--- config.mk ---
export PLATFORM = sky130hd
export DESIGN_NAME = aud_irq_ctrl
export DESIGN_NICKNAME = d
export VERILOG_FILES = /design/src/rtl/aud_irq_pkg.sv /design/src/rtl/aud_irq_dec.sv /design/src/rtl/aud_irq_cfg.sv /design/src/rtl/aud_irq_stat.sv /design/src/rtl/aud_irq_ctrl.sv
export SDC_FILE = /design/constraint.sdc
export NUM_CORES = 1
export LEC_CHECK = 0
export CORE_ASPECT_RATIO = 1.5
export CORE_MARGIN = 8
export CORE_UTILIZATION = 60
export DETAILED_ROUTE_END_ITERATION = 8
export DONT_BUFFER_PORTS = 1
export GPL_TIMING_DRIVEN = 0
export PLACE_DENSITY = 0.77
export SETUP_SLACK_MARGIN = 0.5
export SYNTH_ARGS = -nofsm -noshare
export SYNTH_HDL_FRONTEND = slang
export SYNTH_SLANG_ARGS = --single-unit
--- constraint.sdc ---
create_clock -name clk -period 3.6 [get_ports clk]
set_input_delay 0 -clock clk [delete_from_list [all_inputs] [get_ports clk]]
set_output_delay 0 -clock clk [all_outputs]
set_load 0.1 [all_outputs]
--- src/rtl/aud_irq_pkg.sv ---
package aud_irq_pkg;

    typedef enum logic [2:0] {
        SEL_NONE  = 3'd0,
        SEL_STAT  = 3'd1,
        SEL_MASK0 = 3'd2,
        SEL_MASK1 = 3'd3,
        SEL_SWRST = 3'd4,
        SEL_CLK   = 3'd5,
        SEL_CAP   = 3'd6
    } reg_sel_e;

    localparam int OFS_STAT  = 'h00;
    localparam int OFS_MASK0 = 'h04;
    localparam int OFS_MASK1 = 'h08;
    localparam int OFS_SWRST = 'h0C;
    localparam int OFS_CLK   = 'h10;
    localparam int OFS_CAP   = 'h14;
    localparam int OFS_LAST  = OFS_CAP;

    // spacing of per-source and per-port fields on the bus
    localparam int SRC_STRIDE  = 4;
    localparam int PORT_STRIDE = 8;
    localparam int CAP_W       = 3;

endpackage

--- src/rtl/aud_irq_dec.sv ---
module aud_irq_dec
    import aud_irq_pkg::*;
#(
    parameter int ADDR_W = 12,
    parameter int BASE   = 'h200
) (
    input  logic [ADDR_W-1:0] addr_i,
    output reg_sel_e          sel_o
);
    localparam logic [ADDR_W-1:0] LO = ADDR_W'(BASE);
    localparam logic [ADDR_W-1:0] HI = ADDR_W'(BASE + OFS_LAST);

    logic [ADDR_W-1:0] ofs;

    always_comb begin
        ofs   = addr_i - LO;
        sel_o = SEL_NONE;
        if (addr_i >= LO && addr_i <= HI && addr_i[1:0] == 2'b00) begin
            case (int'(ofs))
                OFS_STAT:  sel_o = SEL_STAT;
                OFS_MASK0: sel_o = SEL_MASK0;
                OFS_MASK1: sel_o = SEL_MASK1;
                OFS_SWRST: sel_o = SEL_SWRST;
                OFS_CLK:   sel_o = SEL_CLK;
                OFS_CAP:   sel_o = SEL_CAP;
                default:   sel_o = SEL_NONE;
            endcase
        end
    end
endmodule

--- src/rtl/aud_irq_cfg.sv ---
module aud_irq_cfg
    import aud_irq_pkg::*;
#(
    parameter int NPORT  = 2,
    parameter int DATA_W = 32
) (
    input  logic                 clk,
    input  logic                 rst_n,
    input  reg_sel_e             sel_i,
    input  logic                 wr_i,
    input  logic [DATA_W-1:0]    wdata_i,
    output logic [2*NPORT-1:0]   mask0_o,
    output logic [2*NPORT-1:0]   mask1_o,
    output logic                 glob_o,
    output logic                 irst_o,
    output logic [NPORT-1:0]     prst_o,
    output logic [NPORT-1:0]     clk_o
);
    localparam int NSRC = 2 * NPORT;

    typedef struct packed {
        logic [NSRC-1:0]  mask0;
        logic [NSRC-1:0]  mask1;
        logic             glob;
        logic             irst;
        logic [NPORT-1:0] prst;
        logic [NPORT-1:0] clk;
    } cfg_t;

    cfg_t cfg_d, cfg_q;
    logic [NSRC-1:0]  wr_src;
    logic [NPORT-1:0] wr_prst, wr_clk;

    for (genvar i = 0; i < NSRC; i++) begin : g_src
        assign wr_src[i] = wdata_i[i*SRC_STRIDE];
    end
    for (genvar p = 0; p < NPORT; p++) begin : g_port
        assign wr_prst[p] = wdata_i[PORT_STRIDE + p*SRC_STRIDE];
        assign wr_clk[p]  = wdata_i[p*SRC_STRIDE];
    end

    logic unused_wd;
    assign unused_wd = ^wdata_i;

    always_comb begin
        cfg_d = cfg_q;
        if (wr_i) begin
            case (sel_i)
                SEL_MASK0: cfg_d.mask0 = wr_src;
                SEL_MASK1: cfg_d.mask1 = wr_src;
                SEL_SWRST: begin
                    cfg_d.glob = wdata_i[0];
                    cfg_d.irst = wdata_i[SRC_STRIDE];
                    cfg_d.prst = wr_prst;
                end
                SEL_CLK:   cfg_d.clk = wr_clk;
                default:   ;
            endcase
        end
    end

    always_ff @(posedge clk or negedge rst_n) begin
        if (!rst_n) begin
            cfg_q      <= '0;
            cfg_q.glob <= 1'b1;
            cfg_q.irst <= 1'b1;
        end else begin
            cfg_q <= cfg_d;
        end
    end

    assign mask0_o = cfg_q.mask0;
    assign mask1_o = cfg_q.mask1;
    assign glob_o  = cfg_q.glob;
    assign irst_o  = cfg_q.irst;
    assign prst_o  = cfg_q.prst;
    assign clk_o   = cfg_q.clk;

    // a write that decodes to no register leaves the configuration untouched
    assert_no_stray_write_R9: assert property (@(posedge clk) disable iff (!rst_n)
        (wr_i && sel_i == SEL_NONE) |=> (cfg_q == $past(cfg_q)));
endmodule

--- src/rtl/aud_irq_stat.sv ---
module aud_irq_stat #(
    parameter int NSRC = 4
) (
    input  logic            clk,
    input  logic            rst_n,
    input  logic [NSRC-1:0] evt_i,
    input  logic            clr_en_i,
    input  logic [NSRC-1:0] keep_i,
    input  logic            hold_i,
    input  logic [NSRC-1:0] mask0_i,
    input  logic [NSRC-1:0] mask1_i,
    output logic [NSRC-1:0] pend_o,
    output logic            irq_o
);
    typedef struct packed {
        logic [NSRC-1:0] pend;
        logic            irq;
    } st_t;

    st_t st_d, st_q;

    always_comb begin
        st_d = st_q;
        if (hold_i) begin
            st_d.pend = '0;
        end else begin
            st_d.pend = (clr_en_i ? (st_q.pend & keep_i) : st_q.pend) | evt_i;
        end
        st_d.irq = |(st_q.pend & mask0_i & mask1_i);
    end

    always_ff @(posedge clk or negedge rst_n) begin
        if (!rst_n) st_q <= '0;
        else        st_q <= st_d;
    end

    assign pend_o = st_q.pend;
    assign irq_o  = st_q.irq;

    // a doubly enabled pending source raises the line on the next cycle
    assert_irq_raise_R2: assert property (@(posedge clk) disable iff (!rst_n)
        (|(pend_o & mask0_i & mask1_i)) |=> irq_o);
    // nothing doubly enabled keeps the line low on the next cycle
    assert_irq_quiet_R2: assert property (@(posedge clk) disable iff (!rst_n)
        !(|(pend_o & mask0_i & mask1_i)) |=> !irq_o);
    // an arriving event is always latched unless the hold is active
    assert_evt_wins_R4: assert property (@(posedge clk) disable iff (!rst_n)
        (!hold_i && evt_i != '0) |=> ((pend_o & $past(evt_i)) == $past(evt_i)));
    // the hold empties the pending register
    assert_hold_clears_R5: assert property (@(posedge clk) disable iff (!rst_n)
        hold_i |=> (pend_o == '0));
endmodule

--- src/rtl/aud_irq_ctrl.sv ---
module aud_irq_ctrl
    import aud_irq_pkg::*;
#(
    parameter int         NPORT  = 2,
    parameter int         ADDR_W = 12,
    parameter int         DATA_W = 32,
    parameter int         BASE   = 'h200,
    parameter logic [2:0] CAP_A  = 3'd0,
    parameter logic [2:0] CAP_B  = 3'd0
) (
    input  logic                clk,
    input  logic                rst_n,
    input  logic [2*NPORT-1:0]  evt_i,
    input  logic [ADDR_W-1:0]   bus_addr,
    input  logic                bus_wr,
    input  logic [DATA_W-1:0]   bus_wdata,
    output logic [DATA_W-1:0]   bus_rdata,
    output logic                irq_o,
    output logic                sys_rst_n_o,
    output logic [NPORT-1:0]    port_rst_n_o,
    output logic [NPORT-1:0]    clk_run_o
);
    localparam int NSRC = 2 * NPORT;

    reg_sel_e         sel;
    logic [NSRC-1:0]  mask0, mask1, pend, keep;
    logic             glob, irst;
    logic [NPORT-1:0] prst, clkr;
    logic [2:0]       cap [NPORT];

    aud_irq_dec #(.ADDR_W(ADDR_W), .BASE(BASE)) u_dec (
        .addr_i (bus_addr),
        .sel_o  (sel)
    );

    aud_irq_cfg #(.NPORT(NPORT), .DATA_W(DATA_W)) u_cfg (
        .clk     (clk),
        .rst_n   (rst_n),
        .sel_i   (sel),
        .wr_i    (bus_wr),
        .wdata_i (bus_wdata),
        .mask0_o (mask0),
        .mask1_o (mask1),
        .glob_o  (glob),
        .irst_o  (irst),
        .prst_o  (prst),
        .clk_o   (clkr)
    );

    for (genvar i = 0; i < NSRC; i++) begin : g_keep
        assign keep[i] = bus_wdata[i*SRC_STRIDE];
    end
    for (genvar p = 0; p < NPORT; p++) begin : g_cap
        assign cap[p] = (p == 0) ? CAP_A : ((p == 1) ? CAP_B : 3'd0);
    end

    aud_irq_stat #(.NSRC(NSRC)) u_stat (
        .clk      (clk),
        .rst_n    (rst_n),
        .evt_i    (evt_i),
        .clr_en_i (bus_wr && sel == SEL_STAT),
        .keep_i   (keep),
        .hold_i   (!irst || !glob),
        .mask0_i  (mask0),
        .mask1_i  (mask1),
        .pend_o   (pend),
        .irq_o    (irq_o)
    );

    always_comb begin
        bus_rdata = '0;
        case (sel)
            SEL_STAT:  for (int i = 0; i < NSRC; i++) bus_rdata[i*SRC_STRIDE] = pend[i];
            SEL_MASK0: for (int i = 0; i < NSRC; i++) bus_rdata[i*SRC_STRIDE] = mask0[i];
            SEL_MASK1: for (int i = 0; i < NSRC; i++) bus_rdata[i*SRC_STRIDE] = mask1[i];
            SEL_SWRST: begin
                bus_rdata[0]          = glob;
                bus_rdata[SRC_STRIDE] = irst;
                for (int p = 0; p < NPORT; p++)
                    bus_rdata[PORT_STRIDE + p*SRC_STRIDE] = prst[p];
            end
            SEL_CLK:   for (int p = 0; p < NPORT; p++) bus_rdata[p*SRC_STRIDE] = clkr[p];
            SEL_CAP:   for (int p = 0; p < NPORT; p++) bus_rdata[p*PORT_STRIDE +: CAP_W] = cap[p];
            default:   bus_rdata = '0;
        endcase
    end

    assign sys_rst_n_o  = glob;
    assign port_rst_n_o = prst & {NPORT{glob}};
    assign clk_run_o    = clkr;

    // global reset low forces every port into reset
    assert_glob_ports_R6: assert property (@(posedge clk) disable iff (!rst_n)
        !sys_rst_n_o |-> (port_rst_n_o == '0));
    // writes to the capacity register leave its contents unchanged
    assert_cap_fixed_R8: assert property (@(posedge clk) disable iff (!rst_n)
        (sel == SEL_CAP) |-> (bus_rdata[2:0] == CAP_A));
endmodule

==> impl_metrics.csv <==
group,metric,value,unit
status,status,"finished clean",
place,place.gp.congestion,0.821,
cells_and_area,final_cell_mix,"28 x buf_4, 28 x conb_1, 17 x dfrtp_1",
cells_and_area,drive_above_1_share,26.9,%
power_and_ir_drop,ir_worst_vdd,0.247,mV
logic_synthesis,synth_edf_count,0,
setup_path,setup.worst_path.start_class,"input port",
logic_synthesis,ys_seq_area_share,35.8,%
worst_hold_path,worstHoldEndpoint,"u_cfg.mask1_o[3]$_DFFE_PN0P_",
setup_path,crit_buf_inv,1,
setup_path,cpPeakStageDelay,0.97,ns
floorplan,core,2180,um^2
clocking,cts_max_path_buffers,2,
clocking,cts_hold_buf,9,
clocking,cts_made_buffers,3,
floorplan,die_width,54.5,um
setup_path,critPathRequiredTime,3.60,ns
detailed_routing,totalWireLength,3250,um
grt,antenna_found_initial,0,
clocking,cts_resized,0,
power_and_ir_drop,p_per_area,314,nW/um^2
setup_path,crit_family,"simple AND/OR/NAND/NOR gates",
logic_synthesis,syn_area,1330,um^2
clocking,post-cts-setup-buffers,0,
power_and_ir_drop,p_switching,216,uW
logic_synthesis,syn_avg_cell_area,10.2,um^2
setup_path,slowest_stage,"o221ai_2",
power_and_ir_drop,intPower,292,uW
floorplan,start_util,61.2,%
detailed_routing,firstDrtPassIters,4,
sta,rsz0062_at_grt,"false",
sta,period_share,69.1,%
clocking,cts_htree_levels,1,
setup_path,r2r_slack,2.05,ns
cells_and_area,fin_nets,224,
flow_run,drv_cap,0,
power_and_ir_drop,share_comb_of_total_power,37.5,%
power_and_ir_drop,p_leak,0.000835,uW
logic_synthesis,ys_ff_latch,19,
sta,worstMarginPinSlew,1.23,ns
cells_and_area,area_delta_synth_final,21.4,%
power_and_ir_drop,clockPowerShare,20.4,%
detailed_routing,via_per_inst,5.48,
clocking,clock_latency,0.29,ns
sta,slew_headroom,20.0,%
clocking,path_clk_slew,0.10,ns
grt,gr-usage-all-layers,16.7,%
worst_hold_path,hp-start,"bus_wr",
grt,grt_pass1_vias,1104,
clocking,root_buffer,"clkbuf_4",
detailed_routing,final_antenna_net_count,0,
place,dp_hpwl,2720,um
setup_path,crit_path_end_kind,"output pin",
sta,fmax,0.402,GHz
setup_path,crit_fanout,5,
grt,grt_max_degree,20,
logic_synthesis,ys_types,37,
floorplan,num_io_pins,89,
floorplan,dieArea,4020,um^2
sta,drv_slew,0,
place,dp_slack,1.10,ns
clocking,cts.sinks,19,
grt,grt_pass1_wl,5160,um
setup_path,r2r-end,"u_stat.pend_o[2]$_DFF_PN0_",
detailed_routing,wl_per_cell,16.7,um
detailed_routing,drt_iter0_markers,14,
grt,gr-total-overflow,0,
place,placed_cell_area,1500,um^2
floorplan,die_y,73.7,um
logic_synthesis,async_flop_share,100,%
power_and_ir_drop,seqPwrFrac,42.1,%
setup_path,worst-path-stages,6,
setup_path,cp_cell_sequence,"inv_1 -> ha_1 -> or4bb_1 -> nor4_1 -> nand2b_1 -> o221ai_2",
sta,finalClockSkew,0.00319,ns
power_and_ir_drop,p_sw_share,42.5,%
sta,fin_ws,1.11,ns
sta,finalCriticalPeriod,2.49,ns
floorplan,rows,21,
clocking,cts_tree,"done",
sta,setup_viol,0,
setup_path,cp_data_arrival_time,2.49,ns
cells_and_area,antenna_cells,0,
cells_and_area,fillers,173,
setup_path,critPathKind,"input port to output pin",
detailed_routing,vias,1063,
sta,finalHoldViolCount,0,
place,port_buffers,0,
cells_and_area,postLayoutCellArea,1620,um^2
detailed_routing,drc,0,
worst_hold_path,hold_path.class,"input port to flop",
logic_synthesis,yosys_warnings,0,
logic_synthesis,syn_inst,131,
logic_synthesis,ys.flop_type,"dfrtp_1",
setup_path,reg2reg_from,"u_cfg.glob_o$_DFFE_PN1P_",
sta,setup_tns,0,ns
worst_hold_path,hold_depth,2,
setup_path,reg2regPathDepth,3,
==> metal layers <==
layer	GRT usage [%]	part of all wire, %
met1	16.7	34
met2	31.3	54
met5	0	0
met4	6.32	1.6
met3	3.24	9.7
==> flip-flops by register name, indices dropped and copies added, names as in the netlist <==
| signal | flops |
|---|---|
| u_stat.pend_o | 4 |
| u_cfg.mask1_o | 4 |
| u_cfg.glob_o | 1 |
| u_cfg.irst_o | 1 |
| u_stat.irq_o | 1 |
| u_cfg.clk_o | 2 |
| u_cfg.prst_o | 2 |
| u_cfg.mask0_o | 4 |
==> final cells by class <==
type	instances	area (um^2)	area share, %
flip-flops and latches	19	478	29.5
clock buffers	3	22.5	1.39
plain buffers	32	226	14.0
repair buffers	9	90.1	5.56
clock inverters	1	5.00	0.309
multi-input cells	104	757	46.8
inverters	3	11.3	0.696
well taps	23	28.8	1.78
==> through the flow <==
| stage | total power, uW | util, % | hold WS (ns) | std cells |
|---|---|---|---|---|
| after floorplan | 387 | - | -0.296 | 158 |
| after global placement | 389 | 67.1 | -0.295 | 181 |
| after detailed placement | 392 | 68.8 | -0.295 | 181 |
| after CTS | 509 | 74.2 | 0.0124 | 194 |
| after global routing | 528 | 74.2 | 0.0221 | 194 |
| final | 508 | 74.2 | 0.0164 | 194 |
==> worst register-to-register path: cells and delay by family (launching register included) <==
| kind | cells | cell delay (ns) |
|---|---|---|
| flip-flops | 1 | 0.92 |
| AND/OR/NAND/NOR | 1 | 0.29 |
| AO/OA/AOI/OAI | 2 | 0.26 |
==> synthesized netlist by cell type, types with 3 or more instances <==
master | count | share of area [%]
buf_4 | 28 | 16
dfrtp_1 | 17 | 32
mux2_1 | 11 | 9.3
mux2i_1 | 6 | 4.5
a31oi_1 | 5 | 2.3
nand3_1 | 5 | 1.9
nor2_1 | 5 | 1.4
o21ai_0 | 4 | 1.5
and2_1 | 3 | 1.4
clkbuf_1 | 3 | 0.84
inv_1 | 3 | 0.84
mux2_2 | 3 | 2.5
nand4_1 | 3 | 1.4
nor3b_1 | 3 | 1.7
==> worst max path at each step <==
stage	start	to	slack [ns]
detailed placement	bus_addr[9]	bus_rdata[0]	1.10
CTS	bus_addr[9]	bus_rdata[0]	1.10
global route	bus_addr[9]	bus_rdata[0]	0.96
global placement	bus_addr[9]	bus_rdata[8]	-0.12
finish	bus_addr[9]	bus_rdata[0]	1.11
floorplan	bus_addr[9]	bus_rdata[12]	0.02
==> cell families (layout without fill, tap and decap cells) <==
group                    count (synthesis)  in the layout  synth area share (%)
AO/OA/AOI/OAI                           17             17                  8.35
other                                    1             28                 0.281
flip-flops                              19             19                  35.8
multiplexers                            20             20                  16.3
XOR/XNOR                                 2              2                  1.31
buffers and inverters                   35             48                  17.8
adder cells (fa/ha/maj)                  1              1                 0.938
AND/OR/NAND/NOR                         36             36                  19.1
==> power groups by stage <==
stage          registers (uW)  clock network, uW  logic (uW)
4_1_cts                   214                107         188
3_5_place_dp              218                  0         174
2_1_floorplan             218                  0         169
6_report                  214                104         191
3_3_place_gp              218                  0         172
5_1_grt                   214                116         198
(Power assumes the default switching activity.)
